===== src/rtl/tclk_pkg.sv =====
// Shared constants and types for the timer clock source selector.
package tclk_pkg;
    localparam int SMODE_W = 3;
    // Mode value that switches the prescaler to trigger-edge counting.
    localparam logic [SMODE_W-1:0] SMODE_EVENT = 3'd7;

    // Which source feeds the prescaler tick.
    typedef enum logic [1:0] {
        TICK_BUS  = 2'd0,
        TICK_EDGE = 2'd1,
        TICK_OFF  = 2'd2
    } tick_src_e;
endpackage


===== src/rtl/tclk_trig_edge.sv =====
// Synchronizes each hardware trigger line with two flops, selects one line
// and emits a one-cycle pulse per rising edge of the selected line.
// Assumes: tsel == k selects trig_in[k-1]; 0 or values above NUM_TRIG select
// nothing. tsel should change only while the selected levels are equal,
// otherwise the selection change itself can look like an edge.
module tclk_trig_edge #(
    parameter int NUM_TRIG = 4,
    parameter int TSEL_W   = 3
) (
    input  logic                clk,
    input  logic                rst_n,
    input  logic [NUM_TRIG-1:0] trig_in,
    input  logic [TSEL_W-1:0]   tsel,
    output logic                edge_pulse
);
    logic [NUM_TRIG-1:0] stab_lvl;
    logic                sel_lvl;
    logic                sel_prev;

    for (genvar g = 0; g < NUM_TRIG; g++) begin : g_sync
        logic meta_q;
        logic stab_q;
        // Two-stage synchronizer for one trigger line.
        always_ff @(posedge clk) begin
            if (!rst_n) begin
                meta_q <= 1'b0;
                stab_q <= 1'b0;
            end else begin
                meta_q <= trig_in[g];
                stab_q <= meta_q;
            end
        end
        assign stab_lvl[g] = stab_q;
    end

    // Select the synchronized level named by tsel.
    always_comb begin
        sel_lvl = 1'b0;
        for (int i = 0; i < NUM_TRIG; i++) begin
            if (tsel == TSEL_W'(i + 1)) begin
                sel_lvl = stab_lvl[i];
            end
        end
    end

    // Remember the last selected level for edge detection.
    always_ff @(posedge clk) begin
        if (!rst_n) begin
            sel_prev <= 1'b0;
        end else begin
            sel_prev <= sel_lvl;
        end
    end

    assign edge_pulse = sel_lvl & ~sel_prev;
endmodule


===== src/rtl/tclk_prescaler.sv =====
// Divides the incoming tick by (shadow value + 1) and gives one counter
// enable per terminal count. The divide value is taken from psc_val only
// when an update event occurs.
// Assumes: upd_now is high for the whole cycle of an update event.
module tclk_prescaler #(
    parameter int PSC_W = 8
) (
    input  logic             clk,
    input  logic             rst_n,
    input  logic             tick,
    input  logic             upd_now,
    input  logic [PSC_W-1:0] psc_val,
    output logic             cnt_en
);
    logic [PSC_W-1:0] psc_cnt;
    logic [PSC_W-1:0] psc_shadow;

    assign cnt_en = tick && (psc_cnt == psc_shadow);

    // Advance the divider; restart it and latch a new ratio on update.
    always_ff @(posedge clk) begin
        if (!rst_n) begin
            psc_cnt    <= '0;
            psc_shadow <= '0;
        end else if (upd_now) begin
            psc_cnt    <= '0;
            psc_shadow <= psc_val;
        end else if (tick) begin
            psc_cnt <= cnt_en ? '0 : psc_cnt + 1'b1;
        end
    end
endmodule


===== src/rtl/tclk_counter.sv =====
// Up counter that wraps at the reload value and a repetition down counter
// that lets an overflow through as an update only when it is at zero.
// Assumes: sw_upd is a single-cycle strobe; it has priority over counting.
module tclk_counter #(
    parameter int CNT_W = 8,
    parameter int REP_W = 4
) (
    input  logic             clk,
    input  logic             rst_n,
    input  logic             cnt_en,
    input  logic             sw_upd,
    input  logic [CNT_W-1:0] reload_val,
    input  logic [REP_W-1:0] rep_val,
    output logic [CNT_W-1:0] cnt_val,
    output logic             hw_upd
);
    logic [REP_W-1:0] rep_cnt;
    logic             wrap;

    assign wrap   = cnt_en && (cnt_val == reload_val);
    assign hw_upd = wrap && (rep_cnt == '0);

    // Count, wrap at the reload value, and step the repetition counter.
    always_ff @(posedge clk) begin
        if (!rst_n) begin
            cnt_val <= '0;
            rep_cnt <= '0;
        end else if (sw_upd) begin
            cnt_val <= '0;
            rep_cnt <= rep_val;
        end else if (cnt_en) begin
            cnt_val <= wrap ? '0 : cnt_val + 1'b1;
            if (wrap) begin
                rep_cnt <= (rep_cnt == '0) ? rep_val : rep_cnt - 1'b1;
            end
        end
    end
endmodule


===== src/rtl/tmr_clksel_top.sv =====
// Timer clock source selector: picks the bus clock or a trigger edge as the
// prescaler tick and runs prescaler, counter and repetition counter.
// Assumes: all inputs except trig_in are synchronous to clk; sw_upd is a
// single-cycle strobe and forces an update in every mode.
module tmr_clksel_top
    import tclk_pkg::*;
#(
    parameter int NUM_TRIG = 4,
    parameter int PSC_W    = 8,
    parameter int CNT_W    = 8,
    parameter int REP_W    = 4,
    localparam int TSEL_W  = $clog2(NUM_TRIG + 1)
) (
    input  logic                clk,
    input  logic                rst_n,
    input  logic [NUM_TRIG-1:0] trig_in,
    input  logic                sw_upd,
    input  logic [SMODE_W-1:0]  smode,
    input  logic [TSEL_W-1:0]   tsel,
    input  logic [PSC_W-1:0]    psc_val,
    input  logic [CNT_W-1:0]    reload_val,
    input  logic [REP_W-1:0]    rep_val,
    output logic [CNT_W-1:0]    cnt_val,
    output logic                cnt_en,
    output logic                upd_evt
);
    tick_src_e tick_src;
    logic      edge_pulse;
    logic      tick;
    logic      hw_upd;

    tclk_trig_edge #(
        .NUM_TRIG (NUM_TRIG),
        .TSEL_W   (TSEL_W)
    ) edge_i (
        .clk        (clk),
        .rst_n      (rst_n),
        .trig_in    (trig_in),
        .tsel       (tsel),
        .edge_pulse (edge_pulse)
    );

    // Decode mode and trigger select into a tick source.
    always_comb begin
        if (smode != SMODE_EVENT) begin
            tick_src = TICK_BUS;
        end else if (tsel == '0) begin
            tick_src = TICK_OFF;
        end else begin
            tick_src = TICK_EDGE;
        end
    end

    // Form the prescaler tick from the chosen source.
    always_comb begin
        unique case (tick_src)
            TICK_BUS:  tick = 1'b1;
            TICK_EDGE: tick = edge_pulse;
            default:   tick = 1'b0;
        endcase
    end

    assign upd_evt = sw_upd | hw_upd;

    tclk_prescaler #(
        .PSC_W (PSC_W)
    ) psc_i (
        .clk     (clk),
        .rst_n   (rst_n),
        .tick    (tick),
        .upd_now (upd_evt),
        .psc_val (psc_val),
        .cnt_en  (cnt_en)
    );

    tclk_counter #(
        .CNT_W (CNT_W),
        .REP_W (REP_W)
    ) cnt_i (
        .clk        (clk),
        .rst_n      (rst_n),
        .cnt_en     (cnt_en),
        .sw_upd     (sw_upd),
        .reload_val (reload_val),
        .rep_val    (rep_val),
        .cnt_val    (cnt_val),
        .hw_upd     (hw_upd)
    );
endmodule


===== config.mk =====
export PLATFORM = sky130hd
export DESIGN_NAME = tmr_clksel_top
export DESIGN_NICKNAME = d
export VERILOG_FILES = /design/src/rtl/tclk_pkg.sv /design/src/rtl/tclk_trig_edge.sv /design/src/rtl/tclk_prescaler.sv /design/src/rtl/tclk_counter.sv /design/src/rtl/tmr_clksel_top.sv
export SDC_FILE = /design/constraint.sdc
export NUM_CORES = 1
export LEC_CHECK = 0
export BUFFER_PORTS_ARGS = -buffer_cell sky130_fd_sc_hd__buf_2
export CAP_MARGIN = 20
export CORE_MARGIN = 2
export CORE_UTILIZATION = 48
export DETAILED_ROUTE_END_ITERATION = 7
export PLACE_DENSITY = 0.79
export SLEW_MARGIN = 20
export SYNTH_ARGS = -nofsm -noshare
export SYNTH_HDL_FRONTEND = slang
export SYNTH_HIERARCHICAL = 1
export SYNTH_SLANG_ARGS = --single-unit

===== constraint.sdc =====
create_clock -name clk -period 5.8 [get_ports clk]
set_clock_uncertainty 0.05 [all_clocks]
set_input_delay 0.29 -clock clk [delete_from_list [all_inputs] [get_ports clk]]
set_output_delay 0.29 -clock clk [all_outputs]
set_load 0.02 [all_outputs]

==> impl_metrics.py <==
metrics = {
    "floorplan": {
        "io-pin-count": 43,
        "die_height_um": 65.1,
        "start_util": 0.493,
        "core_area_um2": 3630,
        "rows": 22,
        "die-area_um2": 4240,
        "die_w_um": 65.1,
    },
    "clock_tree": {
        "ctsHoldBuffers": 0,
        "clk_pin_slew_ns": 0.07,
        "clock_latency_ns": 0.28,
        "cts_tree": "built",
        "cts_num_sinks": 37,
        "cts_resized": 0,
        "cts_setup_buffers": 0,
        "root_buffer": "clkbuf_8",
        "cts-htree-levels": 2,
        "cts_buffer_depth": 2,
        "cts_buffers": 5,
    },
    "grt": {
        "antenna_found_initial": 0,
        "grt_pass1_vias": 1344,
        "grt_pass1_wl_mm": 5.86,
        "gr-usage-all-layers": 0.178,
        "grt_start_max_net_pins": 25,
        "grt_remaining_overflow": 0,
    },
    "synthesis": {
        "synth_top_cell_area_share": 0.413,
        "yosysSeqAreaShare": 0.413,
        "syn-num-nets": 227,
        "ys.warnings.count": 6,
        "synth_area_leaders": "dfxtp_1, xnor2_1, mux2i_1",
        "ys.flop_type": "dfxtp_1",
        "syn_area_um2": 1790,
        "synth-edff-count": 0,
        "synth-seq-cells": 37,
        "syn_avg_cell_area_um2": 9.38,
        "ys_async_sr_fraction": 0,
        "synth_area_leader_cell": "dfxtp_1",
        "synth_most_common_cell": "dfxtp_1",
        "ys_types": 42,
        "synth_cells": 191,
        "synth_commonest_cells": "dfxtp_1, xnor2_1, nor2_1, nand2_1",
    },
    "power": {
        "combPwrFrac": 0.139,
        "ir_drop_mv": 0.125,
        "switching_share": 0.251,
        "p_clk_frac": 0.327,
        "power_frac_seq": 0.534,
        "p_per_area_nw_per_um2": 239,
        "leakage_nw": 0.861,
        "switchingPower_mw": 0.128,
        "internal-power_mw": 0.381,
    },
    "sta": {
        "fin_crit_sh": 0.700,
        "setup-tns-final_ns": 0,
        "rsz0062_at_grt": "false",
        "fin_crit_ns": 4.06,
        "setup_slack_ns": 1.74,
        "max_freq_ghz": 0.246,
        "worst_slew_margin_rel": 0.492,
        "worstMarginPinSlew_ns": 0.757,
        "whs_ns": 0.160,
        "final_max_slew_viol_count": 0,
        "setup_viol": 0,
        "hold_viol": 0,
    },
    "run_status": {
        "status": "finished clean",
    },
    "final_layout": {
        "final_net_count": 272,
        "insertedDiodeCount": 0,
        "final_cells": 285,
        "layout-drive-gt1-share": 0.236,
        "area_growth_pct": 18.6,
        "final_util": 0.585,
        "fillCellCount": 344,
    },
    "critical_path": {
        "worst_ep_arrival_time_ns": 3.72,
        "crit_fanout": 10,
        "end_kind": "primary output",
        "criticalPathCategory": "reg2out",
        "worstSetupStartpointType": "flop",
        "worst_ep_required_time_ns": 5.46,
    },
    "route": {
        "viasPerCell": 5.04,
        "drt_iter0_drc": 50,
        "wire_per_inst_um": 11.7,
        "wl_mm": 3.34,
        "drc": 0,
        "dr.pass1.iters": 4,
        "vias": 1437,
        "ant_nets": 0,
    },
    "placement": {
        "gp_congestion": 0.838,
        "dp_hpwl_mm": 2.53,
        "place_inst": 277,
        "io_buffer_count": 42,
        "pre_cts_ws_ns": 1.88,
    },
    "hold_path": {
        "min_path_type": "in2reg",
    },
    "flow_run": {
        "timing.max_cap.violations": 0,
    },
}
## layout make-up
cell class	count	area (um2)	share of cell area
sequential	37	741	0.348
multi-input combinational	145	1010	0.477
clock buffer	6	72.6	0.0341
tap	48	60.1	0.0283
timing repair buffer	42	210	0.0989
inverter	5	18.8	0.00883
clock inverter	2	10.0	0.00471
## kinds of logic after synthesis
group / synth area share
compound gates: 0.0880
xor+xnor: 0.142
fa+ha+maj: 0.0210
buf+inv: 0.0209
flops: 0.413
mux: 0.0622
simple gates: 0.253
## metrics by stage
stage | power (mW) | instance area (um2)
6_report | 0.509 | 2130
4_1_cts | 0.516 | 2130
3_5_place_dp | 0.348 | 2040
2_1_floorplan | 0.324 | 1790
3_3_place_gp | 0.346 | 2040
5_1_grt | 0.540 | 2130
## power by group through the flow
stage / Sequential [mW] / Combinational (mW) / Clock (mW)
finish: 0.272 / 0.0706 / 0.166
global route: 0.273 / 0.0792 / 0.188
CTS: 0.271 / 0.0715 / 0.173
detailed placement: 0.277 / 0.0710 / 0
global placement: 0.277 / 0.0692 / 0
floorplan: 0.276 / 0.0477 / 0
## worst max-delay path, cell delays in order (launching register included)
cell	delay, ns
dfxtp_1	0.31
o21ai_1	0.06
o211a_1	0.24
nor3_2	0.15
o31ai_1	0.08
nand4_1	0.26
nand4_2	0.19
nor3_1	0.66
nand4_1	0.13
or4_1	0.60
nor3_1	0.21
or2_2	0.31
buf_2	0.23
## path summary, 6_finish.rpt
check	slack, ns	startpoint	cells after the start	endpoint
setup / recovery	1.74	edge_i/g_sync[0].stab_q$_SDFF_PN0_	12	upd_evt
hold / removal	0.16	trig_in[2]	2	edge_i/g_sync[2].meta_q$_SDFF_PN0_
setup reg to reg	2.05	edge_i/g_sync[0].stab_q$_SDFF_PN0_	14	psc_i/psc_cnt[5]$_SDFFE_PP0P_
hold reg to reg	0.38	edge_i/g_sync[1].meta_q$_SDFF_PN0_	1	edge_i/g_sync[1].stab_q$_SDFF_PN0_
## layout by cell type (no fill, tap or decap), types with 2 or more instances in the layout
cell type   n
a31oi_1     2
mux2i_1    10
xnor2_1    19
inv_1       5
nand3b_1    3
nor2_1     17
xor2_1     10
buf_2      42
clkinv_2    2
or4_1       2
dfxtp_1    37
clkbuf_8    5
a21oi_1     5
nand2_1    12
nor2b_1     8
o21ai_0     3
nand2b_1    5
nand3_1     5
o31ai_1     2
and2_1      9
nor3_1      3
ha_1        3
nand4_1     7
## state kept, by name, indices dropped and copies added (netlist names)
name / flops
cnt_i/cnt_val: 8
psc_i/psc_cnt: 8
psc_i/psc_shadow: 8
cnt_i/rep_cnt: 4
edge_i/g_sync.meta_q: 4
edge_i/g_sync.stab_q: 4
edge_i/sel_prev: 1
## layer usage
layer	track usage	vias up	part of all wire
met5	0	-	0
met4	0.0677	0	0.011
met3	0.0394	4	0.049
met2	0.293	38	0.49
met1	0.228	647	0.45
li1	-	748	-
Power figures use the tool's default switching activity.
